===== src/rtl/edac32_pkg.sv =====
package edac32_pkg;
    localparam int DATA_W = 32;
    localparam int CHK_W  = 7;
    localparam int CODE_W = DATA_W + CHK_W;
    localparam int BYTE_W = 8;
    localparam int NBYTES = DATA_W / BYTE_W;
    localparam logic [CHK_W-1:0] INV_MASK = CHK_W'(3);

    typedef enum logic [1:0] {
        OP_WRITE = 2'd0,
        OP_READ  = 2'd1,
        OP_MERGE = 2'd2,
        OP_DIAG  = 2'd3
    } op_e;

    typedef enum logic [1:0] {
        ST_IDLE   = 2'd0,
        ST_ENCODE = 2'd1,
        ST_DECODE = 2'd2,
        ST_DIAG   = 2'd3
    } state_e;

    // Column of the parity-check matrix for code position idx.
    // Data positions take odd-weight (>=3) values in weight-then-value order,
    // check positions take unit vectors.
    function automatic logic [CHK_W-1:0] h_col(input int idx);
        logic [CHK_W-1:0] r;
        logic [CHK_W-1:0] vv;
        int n;
        r = '0;
        n = 0;
        if (idx >= DATA_W) begin
            r = CHK_W'(1) << (idx - DATA_W);
        end else begin
            for (int w = 3; w <= CHK_W; w += 2) begin
                for (int v = 0; v < (1 << CHK_W); v++) begin
                    vv = CHK_W'(v);
                    if ($countones(vv) == w) begin
                        if (n == idx) r = vv;
                        n++;
                    end
                end
            end
        end
        return r;
    endfunction

    // Data bits that feed check bit row.
    function automatic logic [DATA_W-1:0] row_mask(input int row);
        logic [DATA_W-1:0] m;
        logic [CHK_W-1:0] c;
        m = '0;
        for (int i = 0; i < DATA_W; i++) begin
            c = h_col(i);
            m[i] = c[row];
        end
        return m;
    endfunction
endpackage


===== src/rtl/edac32_parity.sv =====
module edac32_parity
    import edac32_pkg::*;
#(
    parameter logic [CHK_W-1:0] INV = INV_MASK
) (
    input  logic [DATA_W-1:0] data_i,
    output logic [CHK_W-1:0]  check_o
);
    for (genvar j = 0; j < CHK_W; j++) begin : g_row
        localparam logic [DATA_W-1:0] ROW = row_mask(j);
        assign check_o[j] = (^(data_i & ROW)) ^ INV[j];
    end
endmodule


===== src/rtl/edac32_decode.sv =====
module edac32_decode
    import edac32_pkg::*;
#(
    parameter logic [CHK_W-1:0] INV = INV_MASK
) (
    input  logic [DATA_W-1:0] data_i,
    input  logic [CHK_W-1:0]  check_i,
    output logic [CHK_W-1:0]  syn_o,
    output logic              single_o,
    output logic              double_o,
    output logic [DATA_W-1:0] data_o
);
    logic [CHK_W-1:0]  calc;
    logic [CODE_W-1:0] hit;

    edac32_parity #(.INV(INV)) u_par (
        .data_i  (data_i),
        .check_o (calc)
    );

    assign syn_o = calc ^ check_i;

    for (genvar p = 0; p < CODE_W; p++) begin : g_pos
        localparam logic [CHK_W-1:0] COL = h_col(p);
        assign hit[p] = (syn_o == COL);
    end

    for (genvar i = 0; i < DATA_W; i++) begin : g_fix
        assign data_o[i] = data_i[i] ^ hit[i];
    end

    assign single_o = |hit;
    assign double_o = (syn_o != '0) && !single_o;

    always_comb begin
        AST_HIT_ONEHOT: assert ($onehot0(hit));
        AST_CHECKBIT_PASS: assert (!(single_o && (hit[CODE_W-1:DATA_W] != '0)) || (data_o == data_i));
        AST_DOUBLE_NO_FIX: assert (!double_o || (data_o == data_i));
    end
endmodule


===== src/rtl/edac32_fsm.sv =====
module edac32_fsm
    import edac32_pkg::*;
(
    input  logic       clk,
    input  logic       rst_n,
    input  logic       cmd_valid,
    input  logic [1:0] cmd_op,
    output logic       busy_o,
    output logic       ld_wr_o,
    output logic       ld_rd_o,
    output logic       ld_mg_o,
    output logic       enc_o,
    output logic       dec_o,
    output logic       diag_o
);
    state_e state_q, state_d;
    op_e    op;

    assign op = op_e'(cmd_op);

    always_ff @(posedge clk or negedge rst_n) begin
        if (!rst_n) state_q <= ST_IDLE;
        else        state_q <= state_d;
    end

    always_comb begin
        state_d = state_q;
        unique case (state_q)
            ST_IDLE: begin
                if (cmd_valid) begin
                    unique case (op)
                        OP_WRITE, OP_MERGE: state_d = ST_ENCODE;
                        OP_READ:            state_d = ST_DECODE;
                        OP_DIAG:            state_d = ST_DIAG;
                    endcase
                end
            end
            ST_ENCODE: state_d = ST_IDLE;
            ST_DECODE: state_d = ST_IDLE;
            ST_DIAG:   state_d = ST_IDLE;
        endcase
    end

    always_comb begin
        busy_o  = 1'b0;
        ld_wr_o = 1'b0;
        ld_rd_o = 1'b0;
        ld_mg_o = 1'b0;
        enc_o   = 1'b0;
        dec_o   = 1'b0;
        diag_o  = 1'b0;
        unique case (state_q)
            ST_IDLE: begin
                ld_wr_o = cmd_valid && (op == OP_WRITE);
                ld_rd_o = cmd_valid && (op == OP_READ);
                ld_mg_o = cmd_valid && (op == OP_MERGE);
            end
            ST_ENCODE: begin busy_o = 1'b1; enc_o  = 1'b1; end
            ST_DECODE: begin busy_o = 1'b1; dec_o  = 1'b1; end
            ST_DIAG:   begin busy_o = 1'b1; diag_o = 1'b1; end
        endcase
    end

    AST_BUSY_ONE_CYCLE: assert property (@(posedge clk) disable iff (!rst_n)
        (state_q != ST_IDLE) |=> (state_q == ST_IDLE));
    AST_ONE_ACTION: assert property (@(posedge clk) disable iff (!rst_n)
        $onehot0({ld_wr_o, ld_rd_o, ld_mg_o, enc_o, dec_o, diag_o}));
endmodule


===== src/rtl/edac32.sv =====
module edac32
    import edac32_pkg::*;
#(
    parameter logic [CHK_W-1:0] INV = INV_MASK
) (
    input  logic              clk,
    input  logic              rst_n,
    input  logic              cmd_valid,
    input  logic [1:0]        cmd_op,
    input  logic [NBYTES-1:0] cmd_byte_wen,
    input  logic [DATA_W-1:0] cpu_wdata,
    input  logic [DATA_W-1:0] mem_rdata,
    input  logic [CHK_W-1:0]  mem_rcheck,
    input  logic              out_hold,
    input  logic [NBYTES-1:0] byte_oe,
    output logic              busy,
    output logic [DATA_W-1:0] mem_wdata,
    output logic [CHK_W-1:0]  mem_wcheck,
    output logic              mem_wvalid,
    output logic [DATA_W-1:0] cpu_rdata,
    output logic              rdata_valid,
    output logic              err_single,
    output logic              err_double,
    output logic [CHK_W-1:0]  syndrome,
    output logic [CHK_W-1:0]  diag_check
);
    logic ld_wr, ld_rd, ld_mg, enc, dec, diag;

    logic [DATA_W-1:0] din_q, corr_q, out_q, mwdata_q, merged, dec_data;
    logic [CHK_W-1:0]  cin_q, mwchk_q, syn_q, diag_q, enc_chk, dec_syn;
    logic              mwvalid_q, rvalid_q, sgl_q, dbl_q, dec_sgl, dec_dbl;

    edac32_fsm u_fsm (
        .clk       (clk),
        .rst_n     (rst_n),
        .cmd_valid (cmd_valid),
        .cmd_op    (cmd_op),
        .busy_o    (busy),
        .ld_wr_o   (ld_wr),
        .ld_rd_o   (ld_rd),
        .ld_mg_o   (ld_mg),
        .enc_o     (enc),
        .dec_o     (dec),
        .diag_o    (diag)
    );

    edac32_parity #(.INV(INV)) u_enc (
        .data_i  (din_q),
        .check_o (enc_chk)
    );

    edac32_decode #(.INV(INV)) u_dec (
        .data_i   (din_q),
        .check_i  (cin_q),
        .syn_o    (dec_syn),
        .single_o (dec_sgl),
        .double_o (dec_dbl),
        .data_o   (dec_data)
    );

    for (genvar k = 0; k < NBYTES; k++) begin : g_byte
        assign merged[k*BYTE_W +: BYTE_W] = cmd_byte_wen[k] ? cpu_wdata[k*BYTE_W +: BYTE_W]
                                                            : corr_q[k*BYTE_W +: BYTE_W];
        assign cpu_rdata[k*BYTE_W +: BYTE_W] = byte_oe[k] ? out_q[k*BYTE_W +: BYTE_W]
                                                          : {BYTE_W{1'b0}};
    end

    // Input latches
    always_ff @(posedge clk or negedge rst_n) begin
        if (!rst_n) begin
            din_q <= '0;
            cin_q <= '0;
        end else if (ld_wr) begin
            din_q <= cpu_wdata;
        end else if (ld_mg) begin
            din_q <= merged;
        end else if (ld_rd) begin
            din_q <= mem_rdata;
            cin_q <= mem_rcheck;
        end
    end

    // Store path
    always_ff @(posedge clk or negedge rst_n) begin
        if (!rst_n) begin
            mwdata_q  <= '0;
            mwchk_q   <= '0;
            mwvalid_q <= 1'b0;
        end else begin
            mwvalid_q <= enc;
            if (enc) begin
                mwdata_q <= din_q;
                mwchk_q  <= enc_chk;
            end
        end
    end

    // Decode results, output latch and diagnostic readback
    always_ff @(posedge clk or negedge rst_n) begin
        if (!rst_n) begin
            syn_q    <= '0;
            sgl_q    <= 1'b0;
            dbl_q    <= 1'b0;
            corr_q   <= '0;
            out_q    <= '0;
            rvalid_q <= 1'b0;
            diag_q   <= '0;
        end else begin
            rvalid_q <= dec;
            if (dec) begin
                syn_q  <= dec_syn;
                sgl_q  <= dec_sgl;
                dbl_q  <= dec_dbl;
                corr_q <= dec_data;
                if (!out_hold) out_q <= dec_data;
            end
            if (diag) begin
                diag_q <= cin_q;
                if (!out_hold) out_q <= din_q;
            end
        end
    end

    assign mem_wdata   = mwdata_q;
    assign mem_wcheck  = mwchk_q;
    assign mem_wvalid  = mwvalid_q;
    assign rdata_valid = rvalid_q;
    assign err_single  = sgl_q;
    assign err_double  = dbl_q;
    assign syndrome    = syn_q;
    assign diag_check  = diag_q;

    AST_FLAGS_EXCLUSIVE: assert property (@(posedge clk) disable iff (!rst_n)
        !(err_single && err_double));
    AST_CLEAN_NO_FLAG: assert property (@(posedge clk) disable iff (!rst_n)
        (syndrome == '0) |-> (!err_single && !err_double));
    AST_READ_LATENCY: assert property (@(posedge clk) disable iff (!rst_n)
        ld_rd |=> ##1 rdata_valid);
    AST_WRITE_LATENCY: assert property (@(posedge clk) disable iff (!rst_n)
        (ld_wr || ld_mg) |=> ##1 mem_wvalid);
    AST_VALID_PULSE: assert property (@(posedge clk) disable iff (!rst_n)
        rdata_valid |=> !rdata_valid);
    AST_HOLD_KEEPS: assert property (@(posedge clk) disable iff (!rst_n)
        out_hold |=> $stable(out_q));
    AST_IDLE_NO_STORE: assert property (@(posedge clk) disable iff (!rst_n)
        (!busy && !mem_wvalid) |=> $stable(mem_wdata));
endmodule


===== config.mk =====
export PLATFORM = sky130hd
export DESIGN_NAME = edac32
export DESIGN_NICKNAME = d
export VERILOG_FILES = /design/src/rtl/edac32_pkg.sv /design/src/rtl/edac32_parity.sv /design/src/rtl/edac32_decode.sv /design/src/rtl/edac32_fsm.sv /design/src/rtl/edac32.sv
export SDC_FILE = /design/constraint.sdc
export NUM_CORES = 1
export LEC_CHECK = 0
export ABC_AREA = 0
export ABC_CLOCK_PERIOD_IN_PS = 3900
export BUFFER_PORTS_ARGS = -buffer_cell sky130_fd_sc_hd__buf_2
export CORE_ASPECT_RATIO = 0.5
export CORE_MARGIN = 10
export CORE_UTILIZATION = 45
export CTS_CLUSTER_SIZE = 14
export DETAILED_ROUTE_END_ITERATION = 8
export GPL_ROUTABILITY_DRIVEN = 0
export PLACE_DENSITY = 0.66
export SYNTH_ARGS = -nofsm -noshare
export SYNTH_HDL_FRONTEND = slang
export SYNTH_HIERARCHICAL = 1
export SYNTH_SLANG_ARGS = --single-unit

===== constraint.sdc =====
create_clock -name clk -period 3.9 [get_ports clk]
set_clock_uncertainty 0.1 [all_clocks]
set_input_delay 0 -clock clk [delete_from_list [all_inputs] [get_ports clk]]
set_output_delay 0 -clock clk [all_outputs]
set_load 0.05 [all_outputs]

After elaboration in Yosys (flattened, before gate mapping)
Index checks and enable logic that the tools add are counted.

Bits in writable memories: 0. Bits in latches: 0. Bits of input ports: 85. Output and inout bits: 90. Memories kept: 0. Register bits: 162. Logic and storage cells: 141. ROM bits: 0.

Equality and inequality tests: 46. $lt $le $gt $ge: 0. Div/mod/pow operators: 0. Bitwise gates (word level): 37. $add $sub $neg: 0. Muxes and demuxes: 25. Multiply operators: 0. Reduce and logical (&&, ||, !) cells: 20. Shift operators: 0.

Operators with widths (number): 32-bit 2-to-1 mux (7); 32-bit XOR reduction (7); 7-bit == test, second input constant (13); 7-bit by 6-bit == test with 1-bit output, second input constant (11); 8-bit 2-to-1 mux (8); 7-bit by 5-bit == test with 1-bit output, second input constant (7); 39-bit OR reduction (1); 1-bit XOR (32); 7-bit by 4-bit == test with 1-bit output, second input constant (4); 7-bit by 3-bit == test with 1-bit output, second input constant (2); 2-bit == test, second input constant (4); 7-bit by 1-bit == test with 1-bit output, second input constant (1); 7-bit by 2-bit == test with 1-bit output, second input constant (1); 1-bit 2-to-1 mux (7); 7-bit nonzero test (1); 7-bit XOR (1); 2-bit one-hot mux with 3 select lines (1); 2-bit by 1-bit == test with 1-bit output, second input constant (2); 1-bit logical AND (4); 2-bit logical NOT (2); 1-bit NOT (4); 2-bit one-hot mux with 2 select lines (1); 3-bit AND reduction (1); 3-bit nonzero test (1); other kinds (5) (5).

Depth between registers and ports, before layout
Depth after elaboration: 9. Gate-level depth with buffers: 12. Gate-level depth less buffers: 12.

Cells and area by module
The synthesis kept the hierarchy.

Modules (own cells, without submodules): edac32 (sequential area each 4003.8 um^2, area an instance 7369.6 um^2, instances 1, cells each 591); edac32_parity (sequential area each 0.0 um^2, area an instance 693.2 um^2, instances 2, cells each 57); edac32_decode (sequential area each 0.0 um^2, area an instance 1119.8 um^2, instances 1, cells each 142); edac32_fsm (sequential area each 50.0 um^2, area an instance 118.9 um^2, instances 1, cells each 14).

Worst setup path after synthesis
Ideal clock, no wire load.

Kind: register to register. Start point: register din_q[24]. End point: register dbl_q, in the netlist err_double. Library setup time: 125 ps. Cell stages (with the launch flop): 13. Data required time: 3675 ps. Data arrival time: 3250 ps. Path buffers: 1. Setup slack: 425 ps. Period minus slack after synthesis: 3475 ps. Cells stage by stage: dfrtp_1 xnor3_2 xnor3_1 xnor3_1 xnor2_4 inv_6 buf_12 nor4_1 o211ai_1 nand4_1 and4b_1 and3_1 mux2_2.

Cells in the longest elaborated chain, start to end: 7. Elaborated cells between the ends (all ways): 48. Those cells by class: eq/ne: 39; bitwise: 2; reduce/logical: 7.

RTL lines: start: declaration (RTL line edac32.sv:29) `logic [DATA_W-1:0] din_q, corr_q, out_q, mwdata_q, merged, dec_data;`; start signal: assignment (RTL line edac32.sv:74) `din_q <= cpu_wdata;`; start signal: assignment (RTL line edac32.sv:76) `din_q <= merged;`; start signal: assignment (RTL line edac32.sv:78) `din_q <= mem_rdata;`; 32-bit XOR reduction (*) (RTL line edac32_parity.sv:11) `assign check_o[j] = (^(data_i & ROW)) ^ INV[j];`; 1-bit NOT (no source line) (*); via u_dec.calc[1] (RTL line edac32_decode.sv:13) `logic [CHK_W-1:0] calc;`; 7-bit XOR (*) (RTL line edac32_decode.sv:21) `assign syn_o = calc ^ check_i;`; via dec_syn[1] (RTL line edac32.sv:30) `logic [CHK_W-1:0] cin_q, mwchk_q, syn_q, diag_q, enc_chk, dec_syn;`; 7-bit by 3-bit == test with 1-bit output, or another cell as far along (RTL line edac32_decode.sv:25) `assign hit[p] = (syn_o == COL);`; 39-bit OR reduction (RTL line edac32_decode.sv:32) `assign single_o = |hit;`; 1-bit logical NOT (RTL line edac32_decode.sv:33) `assign double_o = (syn_o != '0) && !single_o;`; 1-bit logical AND (*) (RTL line edac32_decode.sv:33); via dec_dbl (RTL line edac32.sv:31) `logic mwvalid_q, rvalid_q, sgl_q, dbl_q, dec_sgl, dec_dbl;`; end signal: assignment (RTL line edac32.sv:113) `dbl_q <= dec_dbl;`; end: declaration (RTL line edac32.sv:31).

The timed path passes the listed nets; every way through them passes the cells marked *. A chain may end at the register's enable or synchronous reset.

Worst setup path in the final report
Start point: register din_q[7]. End point: register dbl_q, in the netlist err_double.

Elaborated cells between the ends (all ways): 48. Those cells by class: eq/ne: 39; bitwise: 2; reduce/logical: 7.

RTL lines (RTL line): 32-bit XOR reduction (*) (edac32_parity.sv:11); via u_dec.calc[4] (edac32_decode.sv:13); 7-bit XOR (*) (edac32_decode.sv:21); via dec_syn[4] (edac32.sv:30); 7-bit by 3-bit == test with 1-bit output, or another cell as far along (edac32_decode.sv:25); 39-bit OR reduction (edac32_decode.sv:32); 1-bit logical NOT (edac32_decode.sv:33); 1-bit logical AND (*) (edac32_decode.sv:33); via dec_dbl (edac32.sv:31).

Marked as above.

==> results_dict.tcl <==
set metrics [dict create \
    drcViolationCount 0 \
    critical_path.max_fanout 9 \
    initial_core_util_pct 46.0 \
    crit_path_end_kind "register" \
    placementRows 38 \
    cp.arrival_ps 3980 \
    ys_types 51 \
    dr_total_vias 7926 \
    nNetsFinal 1209 \
    tritoncts "done" \
    ctsRootBufferMaster "sky130_fd_sc_hd__clkbuf_16" \
    synth-xor-area-share_pct 18.9 \
    global_route.overflow_total 0 \
    finalMaxSlewViolations 0 \
    place_hpwl_um 23500 \
    hold_class "in -> async" \
    fill_count 1806 \
    post-synth-top-area-fraction_pct 40.6 \
    status "finished clean" \
    worst_pin_slew_ps 1010 \
    first_global_vias 8155 \
    synth_edf_count 0 \
    synth_compound_gate_area_share_pct 6.07 \
    fp.dieArea_sq_um 28900 \
    synth_warnings 6 \
    finalCriticalPeriod_ps 3760 \
    grt.total_usage_pct 22.0 \
    synthSimpleGateAreaFrac_pct 13.9 \
    cts-htree-levels 4 \
    cp.required_ps 4120 \
    ys_dominant_reg_cell "sky130_fd_sc_hd__dfrtp_1" \
    synth_nets 946 \
    cts_buffer_depth 2 \
    finalCritPeriodShare_pct 96.5 \
    die_x_um 231 \
    cp-startpoint "din_q[7]$_DFFE_PN0P_" \
    timing.rr.end "err_double$_DFFE_PN0P_" \
    async_flop_share_pct 100 \
    fin_worst_hold_slack_ps 116 \
    number_of_instances_in_the_synthesized_netlist 861 \
    grt_pass1_wl_um 49700 \
    setup.worst_path.start_class "register" \
    synth.yosys.seq_area_share_pct 40.6 \
    design.portCount 175 \
    r2r_start "din_q[7]$_DFFE_PN0P_" \
    drt_pass1_iterations 7 \
    drv.max_cap_violation_count 0 \
    synthMuxAreaShare_pct 17.4 \
    setup.reg_to_reg.worst_slack_ps 140 \
    layout-drive-gt1-share_pct 39.1 \
    timing.final.setup_violations 0 \
    die_h_um 125 \
    max-slew-margin-rel_pct 32.7 \
    clkSinkCount 162 \
    routed_via_density 5.52 \
    tritoncts.num_buffers 17 \
    insertedDiodeCount 0 \
    antenna_left 0 \
    clock_pin_slew_worst_setup_and_hold_paths_ps 60 \
    setup.worst_path.end "err_double$_DFFE_PN0P_" \
    setup-tns-final_ps 0 \
    grt_antenna_before_repair 0 \
    clock_latency_ps 440 \
    largest_net_degree_at_the_start_of_global_routing 89 \
    maxClockFrequency_mhz 266 \
    areaGrowthSynthToFinish_pct 27.4 \
    post_synth_fa_ha_maj_area_fraction_pct 0 \
    post-route-worst-setup-slack_ps 138 \
    worstSetupPathType "reg -> reg" \
    worst_reg_to_reg_path_cell_count 11 \
    grt_setup_unrepaired "no" \
    floorplan.core_area_sq_um 21700 \
    portBuffers 174 \
    yosysTopAreaCell "sky130_fd_sc_hd__dfrtp_1" \
    biggest_area_contributors_in_the_synthesized_netlist "sky130_fd_sc_hd__dfrtp_1 (41%), sky130_fd_sc_hd__mux2_2 (14%), sky130_fd_sc_hd__xnor2_1 (10%)" \
    synth_area_sq_um 9990 \
    avgSynthCellArea_sq_um 11.6 \
    finalWirelength_um 32500 \
    synth_top_family_by_area "XOR/XNOR gates" \
    timing_hold_violations_final 0 \
    dp_worst_setup_slack_ps 168 \
    detail_route.wl_per_cell_um 22.6 \
    synth.ff_latch_count 162 \
    drt_iter0_drc 874 \
]
## metrics by stage
| stage | util [%] | cells | cell area, sq um |
|---|---|---|---|
| global route | 58.6 | 1437 | 12700 |
| finish | 58.6 | 1437 | 12700 |
| CTS | 58.4 | 1437 | 12700 |
| floorplan | - | 861 | 9990 |
| detailed placement | 52.2 | 1330 | 11300 |
| global placement | 52.2 | 1330 | 11300 |
## layout make-up
| type | count | area [sq um] | area share (%) |
|---|---|---|---|
| inverters | 9 | 46.3 | 0.364 |
| clock inverters | 13 | 160 | 1.26 |
| well taps | 300 | 375 | 2.95 |
| multi-input cells | 644 | 5690 | 44.6 |
| clock buffers | 19 | 453 | 3.56 |
| repair buffers | 290 | 1960 | 15.4 |
| flip-flops and latches | 162 | 4050 | 31.8 |
## how the worst min path moves through the flow
stage	start	to	slack (ps)	cells after the start
after floorplan	rst_n	cin_q[0]$_DFFE_PN0P_	-400	0
after global placement	rst_n	diag_check[1]$_DFFE_PN0P_	30	1
after detailed placement	rst_n	diag_check[6]$_DFFE_PN0P_	30	1
after CTS	rst_n	diag_check[5]$_DFFE_PN0P_	130	2
after global routing	rst_n	diag_check[6]$_DFFE_PN0P_	200	2
final	rst_n	diag_check[6]$_DFFE_PN0P_	120	2
## layout by cell type, fill, tap and decap left out, types with 4 or more instances in the layout
| cell | netlist | layout |
|---|---|---|
| sky130_fd_sc_hd__buf_2 | 24 | 173 |
| sky130_fd_sc_hd__or2b_1 | 24 | 24 |
| sky130_fd_sc_hd__xnor2_1 | 116 | 115 |
| sky130_fd_sc_hd__nor3_2 | 1 | 5 |
| sky130_fd_sc_hd__clkinv_4 | 0 | 4 |
| sky130_fd_sc_hd__mux2_2 | 126 | 126 |
| sky130_fd_sc_hd__a222oi_1 | 32 | 32 |
| sky130_fd_sc_hd__nand2b_1 | 10 | 8 |
| sky130_fd_sc_hd__a21oi_1 | 34 | 34 |
| sky130_fd_sc_hd__nor4_1 | 6 | 6 |
| sky130_fd_sc_hd__nand3_1 | 14 | 14 |
| sky130_fd_sc_hd__dfrtp_1 | 162 | 162 |
| sky130_fd_sc_hd__mux2i_1 | 32 | 32 |
| sky130_fd_sc_hd__clkinv_2 | 0 | 4 |
| sky130_fd_sc_hd__clkbuf_16 | 0 | 17 |
| sky130_fd_sc_hd__nor3_1 | 9 | 4 |
| sky130_fd_sc_hd__dlygate4sd3_1 | 0 | 75 |
| sky130_fd_sc_hd__and2_1 | 34 | 34 |
| sky130_fd_sc_hd__xnor2_4 | 6 | 6 |
| sky130_fd_sc_hd__xnor3_1 | 26 | 26 |
| sky130_fd_sc_hd__nand2_1 | 23 | 23 |
| sky130_fd_sc_hd__nor2_2 | 34 | 34 |
| sky130_fd_sc_hd__xor2_1 | 8 | 8 |
| sky130_fd_sc_hd__buf_4 | 0 | 39 |
| sky130_fd_sc_hd__nor2_1 | 75 | 75 |
## critical path: stages, from the launching register on
cell,delay [ps]
sky130_fd_sc_hd__dfrtp_1,560
sky130_fd_sc_hd__xnor2_1,370
sky130_fd_sc_hd__xnor3_1,490
sky130_fd_sc_hd__xnor3_1,290
sky130_fd_sc_hd__xnor2_4,380
sky130_fd_sc_hd__inv_4,140
sky130_fd_sc_hd__nor3_4,410
sky130_fd_sc_hd__a22oi_1,170
sky130_fd_sc_hd__o32ai_2,240
sky130_fd_sc_hd__nor4_2,90
sky130_fd_sc_hd__and3_1,160
sky130_fd_sc_hd__mux2_2,250
## registers in the layout, indices dropped and copies added (netlist names)
signal and cells:
mem_wvalid 1, out_q 32, corr_q 32, u_fsm/state_q 2
mem_wdata 32, diag_check 7, err_single 1, syndrome 7
mem_wcheck 7, err_double 1, cin_q 7, rdata_valid 1
din_q 32
## kinds of logic after synthesis
group / after synthesis
xor+xnor: 158
flops: 162
mux: 158
simple gates: 248
compound gates: 80
buf+inv: 55
## synth_stat cells, types with 2 or more instances
| cell type | n |
|---|---|
| sky130_fd_sc_hd__dfrtp_1 | 162 |
| sky130_fd_sc_hd__mux2_2 | 126 |
| sky130_fd_sc_hd__xnor2_1 | 116 |
| sky130_fd_sc_hd__nor2_1 | 75 |
| sky130_fd_sc_hd__a21oi_1 | 34 |
| sky130_fd_sc_hd__and2_1 | 34 |
| sky130_fd_sc_hd__nor2_2 | 34 |
| sky130_fd_sc_hd__a222oi_1 | 32 |
| sky130_fd_sc_hd__mux2i_1 | 32 |
| sky130_fd_sc_hd__xnor3_1 | 26 |
| sky130_fd_sc_hd__buf_2 | 24 |
| sky130_fd_sc_hd__or2b_1 | 24 |
| sky130_fd_sc_hd__nand2_1 | 23 |
| sky130_fd_sc_hd__nand3_1 | 14 |
| sky130_fd_sc_hd__clkbuf_1 | 11 |
| sky130_fd_sc_hd__nand2b_1 | 10 |
| sky130_fd_sc_hd__nor3_1 | 9 |
| sky130_fd_sc_hd__buf_6 | 8 |
| sky130_fd_sc_hd__xor2_1 | 8 |
| sky130_fd_sc_hd__nor4_1 | 6 |
| sky130_fd_sc_hd__xnor2_4 | 6 |
| sky130_fd_sc_hd__inv_4 | 3 |
| sky130_fd_sc_hd__nand4_1 | 3 |
| sky130_fd_sc_hd__nor4_2 | 3 |
| sky130_fd_sc_hd__o211ai_1 | 3 |
| sky130_fd_sc_hd__o21ai_0 | 3 |
| sky130_fd_sc_hd__buf_1 | 2 |
| sky130_fd_sc_hd__inv_1 | 2 |
| sky130_fd_sc_hd__inv_2 | 2 |
| sky130_fd_sc_hd__nor2b_1 | 2 |
| sky130_fd_sc_hd__nor4_4 | 2 |
| sky130_fd_sc_hd__o2111ai_1 | 2 |
| sky130_fd_sc_hd__xnor3_2 | 2 |
## routing by layer
metal / up-vias / GRT usage [%] / wire length, um
li1: 3559 / - / -
met1: 4001 / 29.7 / 14300
met2: 329 / 35.3 / 15400
met3: 37 / 4.92 / 2420
met4: 0 / 5.04 / 356
met5: - / 0 / 0
## timing repair
action | 4_1_cts | 5_1_grt
hold endpoints to repair | 128 | 0
endpoints found under the setup margin | 0 | 13
buffers inserted | 0 | 0
gates resized for setup | 0 | 6
hold buffers | 75 | 0
Power is left out: the tool's default activity adds up to more than one toggle a clock period on the data nets, which glitch-free logic cannot reach.
